<file path="src/rtl/sertx_pkg.sv">
package sertx_pkg;
  typedef enum logic [1:0] {
    K_NONE = 2'd0,
    K_PRE  = 2'd1,
    K_BRK  = 2'd2,
    K_DAT  = 2'd3
  } kind_e;

  localparam logic [2:0] FMT_SYNC  = 3'b000;
  localparam logic [2:0] FMT_EVEN  = 3'b100;
  localparam logic [2:0] FMT_ODD   = 3'b101;
  localparam logic [2:0] FMT_MDROP = 3'b110;
endpackage

</file>
<file path="src/rtl/sertx_req.sv">
module sertx_req import sertx_pkg::*; #(
  parameter int DATA_W = 8
) (
  input  logic              clk,
  input  logic              rst,
  input  logic              port_en,
  input  logic              tx_en,
  input  logic              brk,
  input  logic              wr_valid,
  input  logic [DATA_W-1:0] wr_data,
  input  logic              boundary,
  output kind_e             sel,
  output logic [DATA_W-1:0] hold,
  output logic              tdre,
  output logic              req_pend
);
  logic tx_en_d, brk_d, pre_pend, brk_pend;
  logic pre_set, brk_set;
  logic take_pre, take_brk, take_dat;

  assign pre_set = tx_en & ~tx_en_d;
  assign brk_set = brk & ~brk_d;

  always_comb begin
    if (pre_pend)                sel = K_PRE;
    else if (brk_pend || brk)    sel = K_BRK;
    else if (!tdre && tx_en)     sel = K_DAT;
    else                         sel = K_NONE;
  end

  assign take_pre = boundary && (sel == K_PRE);
  assign take_brk = boundary && (sel == K_BRK);
  assign take_dat = boundary && (sel == K_DAT);
  assign req_pend = pre_pend | brk_pend | brk;

  // edge trackers follow the inputs even while the port is off
  always_ff @(posedge clk) begin
    if (rst) begin
      tx_en_d <= 1'b0;
      brk_d   <= 1'b0;
    end else begin
      tx_en_d <= tx_en;
      brk_d   <= brk;
    end
  end

  always_ff @(posedge clk) begin
    if (rst || !port_en) begin
      pre_pend <= 1'b0;
      brk_pend <= 1'b0;
      tdre     <= 1'b1;
      hold     <= '0;
    end else begin
      if (pre_set)       pre_pend <= 1'b1;
      else if (take_pre) pre_pend <= 1'b0;
      if (brk_set)       brk_pend <= 1'b1;
      else if (take_brk) brk_pend <= 1'b0;
      if (wr_valid) begin
        hold <= wr_data;
        tdre <= 1'b0;
      end else if (take_dat) begin
        tdre <= 1'b1;
      end
    end
  end

  p_tdre_after_take_r10: assert property (@(posedge clk) disable iff (rst)
    (take_dat && !wr_valid && port_en) |=> tdre);
  p_portoff_clears_r11: assert property (@(posedge clk) disable iff (rst)
    !port_en |=> (tdre && !pre_pend && !brk_pend));
  p_pre_clears_r7: assert property (@(posedge clk) disable iff (rst)
    (take_pre && !pre_set && port_en) |=> !pre_pend);
  p_brk_level_r8: assert property (@(posedge clk) disable iff (rst)
    (boundary && brk && !pre_pend) |-> take_brk);
endmodule

</file>
<file path="src/rtl/sertx_frame.sv">
module sertx_frame import sertx_pkg::*; #(
  parameter int DATA_W = 8
) (
  input  kind_e                         kind,
  input  logic [2:0]                    fmt,
  input  logic                          msb_first,
  input  logic                          addr_bit,
  input  logic [DATA_W-1:0]             data,
  output logic [DATA_W+2:0]             frame,
  output logic [$clog2(DATA_W+4)-1:0]   len
);
  localparam int FRAME_W = DATA_W + 3;
  localparam int CNT_W   = $clog2(FRAME_W + 1);
  localparam logic [CNT_W-1:0] LEN_SYNC  = CNT_W'(DATA_W);
  localparam logic [CNT_W-1:0] LEN_SHORT = CNT_W'(DATA_W + 2);
  localparam logic [CNT_W-1:0] LEN_LONG  = CNT_W'(DATA_W + 3);

  logic [DATA_W-1:0] rev, ordered;
  logic              par;
  logic [FRAME_W-1:0] body;

  for (genvar i = 0; i < DATA_W; i++) begin : g_rev
    assign rev[i] = data[DATA_W-1-i];
  end

  assign ordered = msb_first ? rev : data;
  assign par     = ^data;

  always_comb begin
    case (fmt)
      FMT_SYNC: begin
        body = {3'b111, ordered};
        len  = LEN_SYNC;
      end
      FMT_EVEN: begin
        body = {1'b1, par, ordered, 1'b0};
        len  = LEN_LONG;
      end
      FMT_ODD: begin
        body = {1'b1, ~par, ordered, 1'b0};
        len  = LEN_LONG;
      end
      FMT_MDROP: begin
        body = {1'b1, addr_bit, ordered, 1'b0};
        len  = LEN_LONG;
      end
      default: begin
        body = {2'b11, ordered, 1'b0};
        len  = LEN_SHORT;
      end
    endcase
    case (kind)
      K_PRE:   frame = '1;
      K_BRK:   frame = '0;
      K_DAT:   frame = body;
      default: frame = '1;
    endcase
  end
endmodule

</file>
<file path="src/rtl/sertx_shift.sv">
module sertx_shift import sertx_pkg::*; #(
  parameter int DATA_W = 8
) (
  input  logic                        clk,
  input  logic                        rst,
  input  logic                        port_en,
  input  logic                        bit_tick,
  input  kind_e                       sel,
  input  logic [DATA_W+2:0]           frame,
  input  logic [$clog2(DATA_W+4)-1:0] len,
  output logic                        txd,
  output logic                        active,
  output logic                        boundary
);
  localparam int FRAME_W = DATA_W + 3;
  localparam int CNT_W   = $clog2(FRAME_W + 1);

  logic [FRAME_W-1:0] sh;
  logic [CNT_W-1:0]   cnt;

  // a boundary is the tick after the last bit of a character, or any idle tick
  assign boundary = port_en && bit_tick && (!active || cnt == '0);

  always_ff @(posedge clk) begin
    if (rst || !port_en) begin
      active <= 1'b0;
      cnt    <= '0;
      sh     <= '1;
      txd    <= 1'b1;
    end else if (boundary) begin
      if (sel != K_NONE) begin
        txd    <= frame[0];
        sh     <= {1'b1, frame[FRAME_W-1:1]};
        cnt    <= len - 1'b1;
        active <= 1'b1;
      end else begin
        txd    <= 1'b1;
        active <= 1'b0;
      end
    end else if (bit_tick && active) begin
      txd <= sh[0];
      sh  <= {1'b1, sh[FRAME_W-1:1]};
      cnt <= cnt - 1'b1;
    end
  end

  p_idle_mark_r1: assert property (@(posedge clk) disable iff (rst)
    !active |-> txd);
  p_cnt_bound_r2: assert property (@(posedge clk) disable iff (rst)
    active |-> (cnt < CNT_W'(FRAME_W)));
  p_hold_between_ticks_r9: assert property (@(posedge clk) disable iff (rst)
    (port_en && !bit_tick) |=> $stable(txd));
endmodule

</file>
<file path="src/rtl/sertx_top.sv">
module sertx_top import sertx_pkg::*; #(
  parameter int DATA_W = 8
) (
  input  logic              clk,
  input  logic              rst,
  input  logic              port_en,
  input  logic              bit_tick,
  input  logic              tx_en,
  input  logic              brk,
  input  logic [2:0]        fmt,
  input  logic              msb_first,
  input  logic              addr_bit,
  input  logic              wr_valid,
  input  logic [DATA_W-1:0] wr_data,
  output logic              txd,
  output logic              tdre,
  output logic              tx_empty
);
  localparam int FRAME_W = DATA_W + 3;
  localparam int CNT_W   = $clog2(FRAME_W + 1);

  kind_e              sel;
  logic [DATA_W-1:0]  hold;
  logic               req_pend, boundary, active;
  logic [FRAME_W-1:0] frame;
  logic [CNT_W-1:0]   len;

  sertx_req #(.DATA_W(DATA_W)) u_req (
    .clk(clk), .rst(rst), .port_en(port_en), .tx_en(tx_en), .brk(brk),
    .wr_valid(wr_valid), .wr_data(wr_data), .boundary(boundary),
    .sel(sel), .hold(hold), .tdre(tdre), .req_pend(req_pend)
  );

  sertx_frame #(.DATA_W(DATA_W)) u_frame (
    .kind(sel), .fmt(fmt), .msb_first(msb_first), .addr_bit(addr_bit),
    .data(hold), .frame(frame), .len(len)
  );

  sertx_shift #(.DATA_W(DATA_W)) u_shift (
    .clk(clk), .rst(rst), .port_en(port_en), .bit_tick(bit_tick),
    .sel(sel), .frame(frame), .len(len),
    .txd(txd), .active(active), .boundary(boundary)
  );

  assign tx_empty = !active && tdre && !req_pend;

  p_empty_line_r12: assert property (@(posedge clk) disable iff (rst)
    tx_empty |-> txd);
endmodule

</file>
<file path="config.mk">
export PLATFORM = sky130hd
export DESIGN_NAME = sertx_top
export DESIGN_NICKNAME = d
export VERILOG_FILES = /design/src/rtl/sertx_pkg.sv /design/src/rtl/sertx_req.sv /design/src/rtl/sertx_frame.sv /design/src/rtl/sertx_shift.sv /design/src/rtl/sertx_top.sv
export SDC_FILE = /design/constraint.sdc
export NUM_CORES = 1
export LEC_CHECK = 0
export BUFFER_PORTS_ARGS = -buffer_cell sky130_fd_sc_hd__buf_2
export CAP_MARGIN = 25
export CORE_ASPECT_RATIO = 0.6
export CORE_MARGIN = 2
export CORE_UTILIZATION = 51
export DETAILED_ROUTE_END_ITERATION = 12
export HOLD_SLACK_MARGIN = 0.1
export PLACE_DENSITY = 0.74
export SYNTH_ARGS = -nofsm -noshare
export SYNTH_HDL_FRONTEND = slang
export SYNTH_SLANG_ARGS = --single-unit
</file>
<file path="constraint.sdc">
create_clock -name clk -period 1.8 [get_ports clk]
set_input_delay 0.09 -clock clk [delete_from_list [all_inputs] [get_ports clk]]
set_output_delay 0.09 -clock clk [all_outputs]
set_load 0.01 [all_outputs]
</file>
==> results.ini <==
[clock_network]
cts.sinks = 29
cts_root_buffer = clkbuf_8
path_clk_slew_ps = 60
clk_latency_ps = 290
cts_tree = built
postCtsSetupBuffers = 0
htree_levels = 2
cts_buffer_depth = 2
cts_buffers = 5

[setup_path]
path_buf_inv = 0
arrival_ps = 1950
cp-end-kind = flop
crit_chain = o41ai_4 > and2_4 > and3_4 > a21oi_1 > ha_2 > nand2_1 > xor2_1 > nor2_1
crit_family = simple AND/OR/NAND/NOR gates
reg2reg_to = u_shift.cnt[2]
cpPeakStageDelay_ps = 410
required_ps = 1980
r2r_cells = 8
critPathKind = reg -> reg
crit_fanout = 3
regToRegStartpoint = u_shift.cnt[3]
crit_end = u_shift.cnt[2]
critPathLaunch = u_shift.cnt[3]
cp_num_cells = 8
slowest_stage = o41ai_4
r2r_slack_ps = 30
critPathLaunchType = flop

[timing]
worst_slew_pin_slew_ps = 499.9
drv_slew = 0
max_slew_margin_pct = 66.67
clock-skew-final_ps = 7.267
fmax_mhz = 565.8
setup_viol = 0
post-route-min-period_ps = 1768
hold_viol = 0
holdWs_ps = 114.7
rsz0062_at_grt = true
fin_crit_sh_pct = 98.20
setup_slack_ps = 32.49

[cells_and_area]
drive_above_1_share_pct = 29.73
area_growth_pct = 29.40
final_nets = 242
final_area_um2 = 2153
post-route-util_pct = 67.65
n_antenna_cell = 0
layoutNonFillerInstCount = 267

[synth]
synth_warnings = 0
syn_area_um2 = 1664
yosysMostFrequentCell = a21oi_1
synth_area_per_cell_um2 = 9.402
yosysTopAreaCell = dfxtp_1
syn_inst = 177
synth_edf_count = 0
synthFlopType = dfxtp_1
synth.net_count = 198
yosysSeqAreaShare_pct = 34.89
async_reset_ff_share_pct = 0
synth.distinct_cells = 46
synth_common_cells = a21oi_1 (31), dfxtp_1 (29), nor2_1 (16), mux2i_1 (8)
synth_top_area_share_pct = 34.89
synth.area.top_cells = dfxtp_1 (35%), a21oi_1 (9.3%), mux4_2 (8.1%), mux2i_1 (4.8%), nor2_1 (3.6%)
ys_ff_latch = 29

[worst_hold_path]
worstHoldPathType = in -> reg

[placed_design]
dp.cells = 248
preCtsSetupSlack_ps = 25.84
dpl_cell_area_um2 = 1882
gp_congestion = 0.8385
io_buffer_count = 22
hpwlAfterDp_um = 3147

[detailed_routing]
route.vias.total = 1559
drc = 0
wl_per_cell_um = 16.91
ant_nets = 0
drtIter0Drc = 102
vias_per_cell = 5.839
dr.pass1.iters = 4
wl_um = 4515

[power_and_ir_drop]
power_density_nw_per_um2 = 776.9
p_leak_nw = 0.8754
peakVddDrop_v = 0.0005246

[grt]
grtUsageTotal_pct = 24.80
grt_pass1_vias = 1495
grt-ovfl-total = 0
antenna_found_initial = 0
grt_max_degree = 13
grt_pass1_wl_um = 6920

[die]
io_pins = 23
initial_core_util_pct = 52.28
die_h_um = 48.25
die_area_um2 = 3751
die_w_um = 77.75
num_rows = 16
core_um2 = 3183

[job]
drv_cap = 0

[outcome]
status = finished clean

[flip-flops by register name, indices dropped and copies added (netlist names)]
| signal | count |
|---|---|
| u_req.pre_pend | 1 |
| u_req.brk_d | 1 |
| u_req.hold | 8 |
| u_req.tx_en_d | 1 |
| u_req.brk_pend | 1 |
| u_shift.sh | 10 |
| u_shift.txd | 1 |
| u_shift.active | 1 |
| u_req.tdre | 1 |
| u_shift.cnt | 4 |
[kinds of logic after synthesis]
family | count (synthesis) | synth area share, %
multiplexers | 18 | 15.86
flip-flops | 29 | 34.89
XOR/XNOR | 9 | 5.564
AO/OA/AOI/OAI | 61 | 23.91
buffers and inverters | 12 | 3.458
adder cells (fa/ha/maj) | 1 | 0.7518
AND/OR/NAND/NOR | 47 | 15.56
[how the worst min path moves through the flow]
stage                          start        endpoint  slack (ps)  cells after the start
final                            brk  u_req.brk_pend         110                      3
after global routing             brk  u_req.brk_pend         130                      3
after CTS                        brk  u_req.brk_pend         100                      3
after detailed placement         rst   u_req.tx_en_d         330                      2
after global placement    wr_data[0]   u_req.hold[0]         320                      3
after floorplan                  rst  u_shift.cnt[3]         160                      1
[tightest hold or removal path: cells and delay by family]
family	cells	cell delay, ps
simple gates	1	70
compound gates	1	60
buf+inv	1	120
[per-stage QoR]
stage	power (mW)	setup TNS (ps)
after CTS	1.664	0
after global placement	0.9323	0
after floorplan	0.8601	0
after detailed placement	0.9437	0
final	1.673	0
after global routing	1.738	-70.89
[metal layers]
layer  global-route usage, %  part of all wire (%)
met5                       0                     0
met3                   5.926                   5.1
met2                   43.62                    48
met4                   11.43                   1.4
met1                   30.51                    46
[repair_timing]
item                                   in CTS  in global routing
setup endpoints to repair                   0                  5
resized for setup                           0                 10
endpoints found under the hold margin      11                  0
hold buffers                               11                  0
[layout make-up]
cell class / instances / area (um^2)
fillers: 255 / 1030
repair buffers: 46 / 317.8
multi-input cells: 136 / 1069
clock buffers: 7 / 86.33
flip-flops and latches: 29 / 583.1
inverters: 3 / 11.26
clock inverters: 1 / 30.03
well taps: 45 / 56.30
[report_power, final]
group / switching, mW / leakage [nW] / total [mW] / internal, mW
sequential: 0.0249 / 0.238 / 0.689 / 0.665
combinational: 0.139 / 0.579 / 0.276 / 0.136
clock: 0.257 / 0.0585 / 0.708 / 0.451
[placed cells by master (no fill, tap or decap), drive strengths merged, types with 2 or more instances in the layout]
master       netlist  final
a211oi             2      2
a21oi             31     31
a41oi              2      2
and2               2      2
and3               2      2
buf                4     35
clkbuf             5      7
dfxtp             29     29
dlygate4sd3        0     11
inv                3      3
mux2               4      4
mux2i              8      8
mux4               6      6
nand2              8      8
nand2b             3      3
nor2              16     16
nor2b              4      4
nor3               5      5
o21ai              9      9
o31ai              7      7
or3                2      2
xnor2              5      5
xor2               3      3
Note: power is estimated with default switching activity, not from simulation.
